$ cat config.mk
export PLATFORM = sky130hd
export DESIGN_NAME = cas_ts16_inserter
export DESIGN_NICKNAME = d
export VERILOG_FILES = /design/src/rtl/cas_pkg.sv /design/src/rtl/cas_ts_tracker.sv /design/src/rtl/cas_host_regs.sv /design/src/rtl/cas_snapshot.sv /design/src/rtl/cas_ts16_mux.sv /design/src/rtl/cas_ts16_inserter.sv
export SDC_FILE = /design/constraint.sdc
export NUM_CORES = 1
export LEC_CHECK = 0
export BUFFER_PORTS_ARGS = -buffer_cell sky130_fd_sc_hd__buf_2
export CORE_MARGIN = 10
export CORE_UTILIZATION = 50
export DETAILED_ROUTE_END_ITERATION = 8
export PLACE_DENSITY = 0.66
export SLEW_MARGIN = 20
export SYNTH_ARGS = -nofsm -noshare
export SYNTH_HDL_FRONTEND = slang
export SYNTH_SLANG_ARGS = --single-unit
$ cat constraint.sdc
create_clock -name clk -period 3.3 [get_ports clk]
set_input_delay 0.33 -clock clk [delete_from_list [all_inputs] [get_ports clk]]
set_output_delay 0.33 -clock clk [all_outputs]
set_load 0.05 [all_outputs]
$ cat src/rtl/cas_pkg.sv
package cas_pkg;

   typedef struct packed {
      logic blk_mode;
      logic ins_en;
   } cas_ctrl_t;

   localparam logic [7:0] CAS_SIG0_RST  = 8'h0B;
   localparam logic [7:0] CAS_SIGN_RST  = 8'h00;
   localparam logic [3:0] CAS_MFAS_WORD = 4'h0;

   function automatic logic [3:0] cas_pick(input logic use_reg,
                                           input logic [3:0] reg_nib,
                                           input logic [3:0] ser_nib);
      return use_reg ? reg_nib : ser_nib;
   endfunction

endpackage

$ cat src/rtl/cas_ts_tracker.sv
// Timeslot / frame position from the strobes
module cas_ts_tracker #(
   parameter int TS_PER_FRAME  = 32,
   parameter int FRAMES_PER_MF = 16,
   localparam int TS_W = $clog2(TS_PER_FRAME),
   localparam int FR_W = $clog2(FRAMES_PER_MF)
) (
   input  logic            clk,
   input  logic            rst_n,
   input  logic            in_vld,
   input  logic            in_frame_start,
   input  logic            in_mf_start,
   output logic [TS_W-1:0] cur_ts,
   output logic [FR_W-1:0] cur_frame
);

   logic [TS_W-1:0] ts_nxt_q;
   logic [FR_W-1:0] fr_q;
   logic [FR_W-1:0] fr_inc;

   assign fr_inc = (fr_q == FR_W'(FRAMES_PER_MF - 1)) ? '0 : fr_q + 1'b1;

   always_comb begin
      cur_ts    = in_frame_start ? '0 : ts_nxt_q;
      cur_frame = in_mf_start ? '0 : (in_frame_start ? fr_inc : fr_q);
   end

   always_ff @(posedge clk) begin
      if (!rst_n) begin
         ts_nxt_q <= '0;
         fr_q     <= '0;
      end else if (in_vld) begin
         ts_nxt_q <= (cur_ts == TS_W'(TS_PER_FRAME - 1)) ? '0 : cur_ts + 1'b1;
         fr_q     <= cur_frame;
      end
   end

endmodule

$ cat src/rtl/cas_host_regs.sv
// Host register file: signaling registers, control, mask, sticky status
module cas_host_regs
   import cas_pkg::*;
#(
   parameter int DW        = 8,
   parameter int AW        = 8,
   parameter int NUM_SIG   = 16,
   parameter int NUM_CH    = 30,
   parameter int SIG_BASE  = 'h40,
   parameter int CTRL_ADDR = 'h30,
   parameter int MASK_ADDR = 'h31,
   parameter int STAT_ADDR = 'h35,
   localparam int MASK_BYTES = (NUM_CH + DW - 1) / DW
) (
   input  logic                  clk,
   input  logic                  rst_n,
   input  logic                  hb_wr,
   input  logic                  hb_rd,
   input  logic [AW-1:0]         hb_addr,
   input  logic [DW-1:0]         hb_wdata,
   input  logic                  mf_tick,
   output logic [DW-1:0]         hb_rdata,
   output logic [NUM_SIG*DW-1:0] sig_flat,
   output cas_ctrl_t             ctrl,
   output logic [NUM_CH-1:0]     mask,
   output logic                  mf_flag
);

   logic [DW-1:0]            sig_q [NUM_SIG];
   logic [MASK_BYTES*DW-1:0] mask_q;
   logic [DW-1:0]            rd_sel;
   logic                     stat_rd;

   assign stat_rd = hb_rd && (hb_addr == AW'(STAT_ADDR));

   for (genvar i = 0; i < NUM_SIG; i++) begin : g_sig
      always_ff @(posedge clk) begin
         if (!rst_n)
            sig_q[i] <= (i == 0) ? CAS_SIG0_RST : CAS_SIGN_RST;
         else if (hb_wr && hb_addr == AW'(SIG_BASE + i))
            sig_q[i] <= hb_wdata;
      end
      assign sig_flat[i*DW +: DW] = sig_q[i];
   end

   for (genvar b = 0; b < MASK_BYTES; b++) begin : g_mask
      always_ff @(posedge clk) begin
         if (!rst_n)
            mask_q[b*DW +: DW] <= '0;
         else if (hb_wr && hb_addr == AW'(MASK_ADDR + b))
            mask_q[b*DW +: DW] <= hb_wdata;
      end
   end
   assign mask = mask_q[NUM_CH-1:0];

   always_ff @(posedge clk) begin
      if (!rst_n)
         ctrl <= '0;
      else if (hb_wr && hb_addr == AW'(CTRL_ADDR))
         ctrl <= cas_ctrl_t'(hb_wdata[1:0]);
   end

   // set has priority over clear-on-read
   always_ff @(posedge clk) begin
      if (!rst_n)
         mf_flag <= 1'b0;
      else if (mf_tick)
         mf_flag <= 1'b1;
      else if (stat_rd)
         mf_flag <= 1'b0;
   end

   always_comb begin
      rd_sel = '0;
      if (hb_addr == AW'(CTRL_ADDR))
         rd_sel = {{(DW-2){1'b0}}, ctrl};
      if (hb_addr == AW'(STAT_ADDR))
         rd_sel = {{(DW-1){1'b0}}, mf_flag};
      for (int b = 0; b < MASK_BYTES; b++)
         if (hb_addr == AW'(MASK_ADDR + b))
            rd_sel = mask_q[b*DW +: DW];
      for (int i = 0; i < NUM_SIG; i++)
         if (hb_addr == AW'(SIG_BASE + i))
            rd_sel = sig_q[i];
   end

   always_ff @(posedge clk) begin
      if (!rst_n)
         hb_rdata <= '0;
      else if (hb_rd)
         hb_rdata <= rd_sel;
   end

endmodule

$ cat src/rtl/cas_snapshot.sv
// Outgoing signaling buffer, reloaded only on the multiframe boundary
module cas_snapshot
   import cas_pkg::*;
#(
   parameter int DW      = 8,
   parameter int NUM_SIG = 16
) (
   input  logic                  clk,
   input  logic                  rst_n,
   input  logic                  load,
   input  logic [NUM_SIG*DW-1:0] sig_flat,
   output logic [NUM_SIG*DW-1:0] snap
);

   always_ff @(posedge clk) begin
      if (!rst_n) begin
         for (int i = 0; i < NUM_SIG; i++)
            snap[i*DW +: DW] <= (i == 0) ? CAS_SIG0_RST : CAS_SIGN_RST;
      end else if (load) begin
         snap <= sig_flat;
      end
   end

endmodule

$ cat src/rtl/cas_ts16_mux.sv
// Timeslot-16 source selection and one-byte output stage
module cas_ts16_mux
   import cas_pkg::*;
#(
   parameter int DW            = 8,
   parameter int FRAMES_PER_MF = 16,
   parameter int NUM_CH        = 30,
   parameter int SIG_TS        = 16,
   parameter int TS_W          = 5,
   parameter bit FORCE_MFAS    = 1'b1,
   localparam int FR_W = $clog2(FRAMES_PER_MF)
) (
   input  logic                        clk,
   input  logic                        rst_n,
   input  logic                        in_vld,
   input  logic                        in_frame_start,
   input  logic                        in_mf_start,
   input  logic [DW-1:0]               in_byte,
   input  logic [TS_W-1:0]             cur_ts,
   input  logic [FR_W-1:0]             cur_frame,
   input  cas_ctrl_t                   ctrl,
   input  logic [NUM_CH-1:0]           mask,
   input  logic [FRAMES_PER_MF*DW-1:0] snap,
   output logic                        out_vld,
   output logic [DW-1:0]               out_byte,
   output logic                        out_frame_start,
   output logic                        out_mf_start
);

   logic [DW-1:0]            snap_arr [FRAMES_PER_MF];
   logic [FRAMES_PER_MF-1:0] take_hi;
   logic [FRAMES_PER_MF-1:0] take_lo;
   logic [DW-1:0]            snap_byte;
   logic [3:0]               hi_nib;
   logic [3:0]               lo_nib;
   logic                     is_f0;
   logic [DW-1:0]            nxt_byte;

   for (genvar f = 0; f < FRAMES_PER_MF; f++) begin : g_sel
      assign snap_arr[f] = snap[f*DW +: DW];
      if (f == 0) begin : g_f0
         assign take_hi[f] = 1'b1;
         assign take_lo[f] = 1'b1;
      end else begin : g_fn
         assign take_hi[f] = mask[f-1];
         assign take_lo[f] = mask[f+FRAMES_PER_MF-2];
      end
   end

   assign snap_byte = snap_arr[cur_frame];
   assign is_f0     = (cur_frame == '0);

   assign lo_nib = cas_pick(!ctrl.blk_mode || take_lo[cur_frame],
                            snap_byte[3:0], in_byte[3:0]);

   if (FORCE_MFAS) begin : g_force
      assign hi_nib = is_f0 ? CAS_MFAS_WORD
                            : cas_pick(!ctrl.blk_mode || take_hi[cur_frame],
                                       snap_byte[7:4], in_byte[7:4]);
   end else begin : g_free
      assign hi_nib = cas_pick(!ctrl.blk_mode || take_hi[cur_frame],
                               snap_byte[7:4], in_byte[7:4]);
   end

   assign nxt_byte = (ctrl.ins_en && cur_ts == TS_W'(SIG_TS)) ? {hi_nib, lo_nib} : in_byte;

   always_ff @(posedge clk) begin
      if (!rst_n) begin
         out_vld         <= 1'b0;
         out_byte        <= '0;
         out_frame_start <= 1'b0;
         out_mf_start    <= 1'b0;
      end else begin
         out_vld         <= in_vld;
         out_frame_start <= in_vld && in_frame_start;
         out_mf_start    <= in_vld && in_mf_start;
         if (in_vld)
            out_byte <= nxt_byte;
      end
   end

endmodule

$ cat src/rtl/cas_ts16_inserter.sv
module cas_ts16_inserter
   import cas_pkg::*;
#(
   parameter int DW            = 8,
   parameter int AW            = 8,
   parameter int TS_PER_FRAME  = 32,
   parameter int FRAMES_PER_MF = 16,
   parameter int NUM_CH        = 30,
   parameter int SIG_TS        = 16,
   parameter int SIG_BASE      = 'h40,
   parameter int CTRL_ADDR     = 'h30,
   parameter int MASK_ADDR     = 'h31,
   parameter int STAT_ADDR     = 'h35,
   parameter bit FORCE_MFAS    = 1'b1,
   localparam int TS_W   = $clog2(TS_PER_FRAME),
   localparam int FR_W   = $clog2(FRAMES_PER_MF),
   localparam int SNAP_W = FRAMES_PER_MF * DW
) (
   input  logic          clk,
   input  logic          rst_n,
   input  logic          in_vld,
   input  logic          in_frame_start,
   input  logic          in_mf_start,
   input  logic [DW-1:0] in_byte,
   input  logic          hb_wr,
   input  logic          hb_rd,
   input  logic [AW-1:0] hb_addr,
   input  logic [DW-1:0] hb_wdata,
   output logic [DW-1:0] hb_rdata,
   output logic          out_vld,
   output logic [DW-1:0] out_byte,
   output logic          out_frame_start,
   output logic          out_mf_start
);

   if (DW != 8) begin : g_bad_dw
      $error("cas_ts16_inserter: DW must be 8");
   end
   if (NUM_CH != 2 * (FRAMES_PER_MF - 1)) begin : g_bad_ch
      $error("cas_ts16_inserter: NUM_CH must equal 2*(FRAMES_PER_MF-1)");
   end
   if (SIG_TS <= 0 || SIG_TS >= TS_PER_FRAME) begin : g_bad_ts
      $error("cas_ts16_inserter: SIG_TS out of range");
   end
   if ((1 << FR_W) != FRAMES_PER_MF) begin : g_bad_fr
      $error("cas_ts16_inserter: FRAMES_PER_MF must be a power of two");
   end

   logic [TS_W-1:0]   cur_ts;
   logic [FR_W-1:0]   cur_frame;
   logic [SNAP_W-1:0] sig_flat;
   logic [SNAP_W-1:0] snap;
   logic [NUM_CH-1:0] mask;
   cas_ctrl_t         ctrl_q;
   logic              mf_flag;
   logic              mf_tick;

   assign mf_tick = in_vld && in_mf_start;

   cas_ts_tracker #(
      .TS_PER_FRAME (TS_PER_FRAME),
      .FRAMES_PER_MF(FRAMES_PER_MF)
   ) u_track (
      .clk           (clk),
      .rst_n         (rst_n),
      .in_vld        (in_vld),
      .in_frame_start(in_frame_start),
      .in_mf_start   (in_mf_start),
      .cur_ts        (cur_ts),
      .cur_frame     (cur_frame)
   );

   cas_host_regs #(
      .DW       (DW),
      .AW       (AW),
      .NUM_SIG  (FRAMES_PER_MF),
      .NUM_CH   (NUM_CH),
      .SIG_BASE (SIG_BASE),
      .CTRL_ADDR(CTRL_ADDR),
      .MASK_ADDR(MASK_ADDR),
      .STAT_ADDR(STAT_ADDR)
   ) u_regs (
      .clk     (clk),
      .rst_n   (rst_n),
      .hb_wr   (hb_wr),
      .hb_rd   (hb_rd),
      .hb_addr (hb_addr),
      .hb_wdata(hb_wdata),
      .mf_tick (mf_tick),
      .hb_rdata(hb_rdata),
      .sig_flat(sig_flat),
      .ctrl    (ctrl_q),
      .mask    (mask),
      .mf_flag (mf_flag)
   );

   cas_snapshot #(
      .DW     (DW),
      .NUM_SIG(FRAMES_PER_MF)
   ) u_snap (
      .clk     (clk),
      .rst_n   (rst_n),
      .load    (mf_tick),
      .sig_flat(sig_flat),
      .snap    (snap)
   );

   cas_ts16_mux #(
      .DW           (DW),
      .FRAMES_PER_MF(FRAMES_PER_MF),
      .NUM_CH       (NUM_CH),
      .SIG_TS       (SIG_TS),
      .TS_W         (TS_W),
      .FORCE_MFAS   (FORCE_MFAS)
   ) u_mux (
      .clk            (clk),
      .rst_n          (rst_n),
      .in_vld         (in_vld),
      .in_frame_start (in_frame_start),
      .in_mf_start    (in_mf_start),
      .in_byte        (in_byte),
      .cur_ts         (cur_ts),
      .cur_frame      (cur_frame),
      .ctrl           (ctrl_q),
      .mask           (mask),
      .snap           (snap),
      .out_vld        (out_vld),
      .out_byte       (out_byte),
      .out_frame_start(out_frame_start),
      .out_mf_start   (out_mf_start)
   );

endmodule

==> flow_results.xml <==
<?xml version="1.0" encoding="UTF-8"?>
<metrics>
  <group name="status">
    <metric name="outcome" unit="">finished clean</metric>
  </group>
  <group name="synthesis">
    <metric name="postSynthAreaPerCell" unit="um^2">8.84</metric>
    <metric name="synthDominantAreaCellType" unit="">sky130_fd_sc_hd__edfxtp_1</metric>
    <metric name="synth_warnings" unit="">0</metric>
    <metric name="yosys-top-cells-area" unit="">sky130_fd_sc_hd__edfxtp_1 (24%), sky130_fd_sc_hd__dfxtp_1 (24%), sky130_fd_sc_hd__nand2_1 (10%)</metric>
    <metric name="postSynthCellCount" unit="">1799</metric>
    <metric name="synth-async-reset-ratio" unit="%">0</metric>
    <metric name="yosysTopAreaCellShare" unit="%">24.2</metric>
    <metric name="synth-seq-area-share" unit="%">48.2</metric>
    <metric name="ffs_latches_synth" unit="">319</metric>
    <metric name="synth-edff-count" unit="">128</metric>
    <metric name="postSynth.topFlopCell" unit="">sky130_fd_sc_hd__dfxtp_1</metric>
    <metric name="post_synth_instance_area" unit="um^2">15900</metric>
    <metric name="synth.net_count" unit="">1834</metric>
    <metric name="yosys.cell_types.count" unit="">76</metric>
    <metric name="synth.top_cells.by_count" unit="">sky130_fd_sc_hd__nand2_1 (434), sky130_fd_sc_hd__dfxtp_1 (191), sky130_fd_sc_hd__a21boi_0 (166), sky130_fd_sc_hd__and2_1 (132), sky130_fd_sc_hd__edfxtp_1 (128)</metric>
    <metric name="most_numerous_cell_in_the_yosys_netlist" unit="">sky130_fd_sc_hd__nand2_1</metric>
  </group>
  <group name="power_and_ir_drop">
    <metric name="p_leak" unit="nW">6.33</metric>
    <metric name="power.ir.vdd_worst" unit="V">0.000428</metric>
    <metric name="p_per_area" unit="nW/um^2">511</metric>
  </group>
  <group name="final_layout">
    <metric name="multiInputGateArea" unit="um^2">7620</metric>
    <metric name="finish.instance_area" unit="um^2">17900</metric>
    <metric name="fin_nets" unit="">1857</metric>
    <metric name="fillCellCount" unit="">2877</metric>
    <metric name="drive_gt1_share" unit="%">12.1</metric>
    <metric name="seq_area" unit="um^2">7670</metric>
    <metric name="syn2layout_area_growth" unit="%">12.4</metric>
  </group>
  <group name="global_routing">
    <metric name="grt_antenna_before_repair" unit="">2</metric>
    <metric name="globalRouteTotalUtil" unit="%">29.0</metric>
    <metric name="grt.overflow.total" unit="">0</metric>
    <metric name="grt_pass1_wl" unit="um">85200</metric>
    <metric name="first_global_vias" unit="">13100</metric>
    <metric name="grt_start_max_net_pins" unit="">88</metric>
  </group>
  <group name="timing">
    <metric name="fin_tns_setup" unit="ps">0</metric>
    <metric name="period_minus_slack" unit="ps">2980</metric>
    <metric name="worst_slack" unit="ps">321</metric>
    <metric name="max-slew-margin-rel" unit="%">34.4</metric>
    <metric name="finalSetupViolCount" unit="">0</metric>
    <metric name="fin_skew" unit="ps">22.0</metric>
    <metric name="fmax" unit="MHz">336</metric>
    <metric name="grt_setup_unrepaired" unit="">no</metric>
    <metric name="timing.final.max_slew_violations" unit="">0</metric>
    <metric name="hold_viol_final" unit="">0</metric>
    <metric name="worst_pin_slew" unit="ps">973</metric>
    <metric name="post_route_fraction_of_the_period_consumed_by_the_critical_path" unit="%">90.3</metric>
  </group>
  <group name="worst_setup_path">
    <metric name="worstSetupPathType" unit="">flop to flop</metric>
    <metric name="end_kind" unit="">flop</metric>
    <metric name="critical_path_peak_fanout" unit="">15</metric>
    <metric name="kind_of_start_point_of_the_critical_path" unit="">flop</metric>
    <metric name="critPathArrivalTime" unit="ps">3430</metric>
    <metric name="critPathRequiredTime" unit="ps">3750</metric>
  </group>
  <group name="clocking">
    <metric name="clock_path_buffers" unit="">3</metric>
    <metric name="tritoncts_clock_tree" unit="">done</metric>
    <metric name="cts.sink_count" unit="">319</metric>
    <metric name="cts.hold.buffers_added" unit="">0</metric>
    <metric name="htreeDepth" unit="">2</metric>
    <metric name="number_of_buffers_added_by_the_clock_tree_synthesis_step" unit="">37</metric>
    <metric name="cts-root-buf" unit="">sky130_fd_sc_hd__clkbuf_16</metric>
    <metric name="clk_pin_slew_worst_paths" unit="ps">60</metric>
    <metric name="insertion_delay" unit="ps">540</metric>
  </group>
  <group name="floorplan">
    <metric name="floorplan.die.height" unit="um">198</metric>
    <metric name="start_util" unit="%">50.5</metric>
    <metric name="standard_cell_row_count" unit="">65</metric>
    <metric name="ios" unit="">50</metric>
    <metric name="die_width" unit="um">198</metric>
    <metric name="dieArea" unit="um^2">39300</metric>
    <metric name="area_of_the_core" unit="um^2">31500</metric>
  </group>
  <group name="detailed_routing">
    <metric name="drt_pass1_iterations" unit="">6</metric>
    <metric name="post_drt_via_cell_ratio" unit="">6.27</metric>
    <metric name="route.detailed.drc" unit="">0</metric>
    <metric name="starting_drc_count_in_detailed_routing" unit="">1684</metric>
    <metric name="wirelength" unit="um">58100</metric>
    <metric name="route.vias.total" unit="">14100</metric>
    <metric name="route.detailed.wl_per_inst" unit="um">25.8</metric>
    <metric name="number_of_nets_with_antenna_violations_after_routing" unit="">0</metric>
  </group>
  <group name="placed_design">
    <metric name="gp_congestion" unit="">1.00</metric>
    <metric name="detailed_place_hpwl" unit="um">41500</metric>
    <metric name="cell_area_after_placement" unit="um^2">16800</metric>
    <metric name="io_buffers" unit="">49</metric>
    <metric name="dp_slack" unit="ps">239</metric>
  </group>
  <group name="worst_hold_path">
    <metric name="hold_path_class" unit="">primary input to flop</metric>
  </group>
  <group name="flow_run">
    <metric name="max_cap_viol_count" unit="">0</metric>
  </group>
</metrics>
[timing repair]
action,4_1_cts,5_1_grt
setup buffers,0,0
setup endpoints to repair,0,1
gates resized for setup,0,1
[placed cells by master (no fill, tap or decap), types with 9 or more instances in the layout]
cell type	Yosys	layout
sky130_fd_sc_hd__a21boi_0	166	166
sky130_fd_sc_hd__a21oi_1	47	47
sky130_fd_sc_hd__a221oi_1	10	10
sky130_fd_sc_hd__a22oi_1	13	13
sky130_fd_sc_hd__a31oi_1	20	20
sky130_fd_sc_hd__a32oi_1	11	11
sky130_fd_sc_hd__and2_1	132	132
sky130_fd_sc_hd__buf_2	11	48
sky130_fd_sc_hd__buf_4	3	74
sky130_fd_sc_hd__clkbuf_1	116	9
sky130_fd_sc_hd__clkbuf_16	0	37
sky130_fd_sc_hd__dfxtp_1	191	191
sky130_fd_sc_hd__edfxtp_1	128	128
sky130_fd_sc_hd__inv_1	17	17
sky130_fd_sc_hd__mux2_2	15	15
sky130_fd_sc_hd__mux2i_1	28	28
sky130_fd_sc_hd__nand2_1	434	433
sky130_fd_sc_hd__nand2b_1	16	16
sky130_fd_sc_hd__nand3_1	67	66
sky130_fd_sc_hd__nand4_1	9	9
sky130_fd_sc_hd__nor2_1	60	59
sky130_fd_sc_hd__nor2b_1	18	18
sky130_fd_sc_hd__nor3_1	28	28
sky130_fd_sc_hd__o211ai_1	14	14
sky130_fd_sc_hd__o21a_1	9	9
sky130_fd_sc_hd__o21ai_0	81	80
sky130_fd_sc_hd__o22ai_1	18	18
[per-stage QoR]
step                hold slack (ps)  util [%]  total power, mW  std cells
finish                          106      56.8             9.14       2253
global placement                451      53.3             5.35       2185
floorplan                       440         -             4.96       1799
CTS                            91.5      56.8             9.14       2252
global route                    105      56.8             9.39       2252
detailed placement              458      53.3             5.36       2185
[final cells by class]
cell class	instances	area share [%]
sequential	319	42.9
multi-input combinational	1318	42.6
clock buffer	50	5.67
timing repair buffer	127	5.01
tap	402	2.81
clock inverter	17	0.588
inverter	19	0.399
antenna	1	0.0140
[metal layers]
metal  track usage [%]  wire length, um  up-vias
met5                 0               28        -
li1                  -                -     6402
met4              9.03             1690        4
met2              43.1            25100      769
met3              8.10             6550      124
met1              39.9            24800     6818
[worst max-delay path, stage by stage (launching register included)]
cell                       delay [ps]
sky130_fd_sc_hd__dfxtp_1          470
sky130_fd_sc_hd__ha_1             360
sky130_fd_sc_hd__nand3b_1         180
sky130_fd_sc_hd__a21o_1           520
sky130_fd_sc_hd__nor2_1           520
sky130_fd_sc_hd__nand3_1          360
sky130_fd_sc_hd__and4_1           340
sky130_fd_sc_hd__a31oi_1          150
[state kept, by name, indices dropped and copies added (netlist names)]
register / count
u_regs.hb_rdata: 8
u_mux.out_vld: 1
u_track.ts_nxt_q: 5
u_regs.sig_q: 128
u_regs.mask_q: 2
u_regs.mask: 30
u_regs.mf_flag: 1
u_regs.ctrl: 2
u_track.fr_q: 4
u_mux.out_mf_start: 1
u_mux.out_byte: 8
u_mux.out_frame_start: 1
u_snap.snap: 128
[worst paths after layout]
kind                             to            start  cells after the start  slack, ps
setup / recovery  u_mux.out_byte[2]  u_track.fr_q[1]                      7        320
hold reg to reg     u_snap.snap[19]  u_snap.snap[19]                      2        460
setup reg to reg  u_mux.out_byte[2]  u_track.fr_q[1]                      7        320
hold / removal    u_mux.out_byte[7]       in_byte[7]                      3        110
[power breakdown]
part           internal (mW)  leakage, nW  switching (mW)
logic                  0.277         3.01           0.605
clock network           2.17        0.548            1.66
registers               4.27         2.78           0.154
[cell families (layout without fill, tap and decap cells)]
kind of cell	after synthesis	in the layout	share of synthesized area, %
buf+inv	162	213	4.04
flops	319	319	48.2
compound gates	460	460	20.1
other cells	0	1	0
mux	50	50	3.81
fa+ha+maj	4	4	0.315
xor+xnor	1	1	0.0551
simple gates	803	803	23.5
Note: power is estimated with default switching activity, not from simulation.
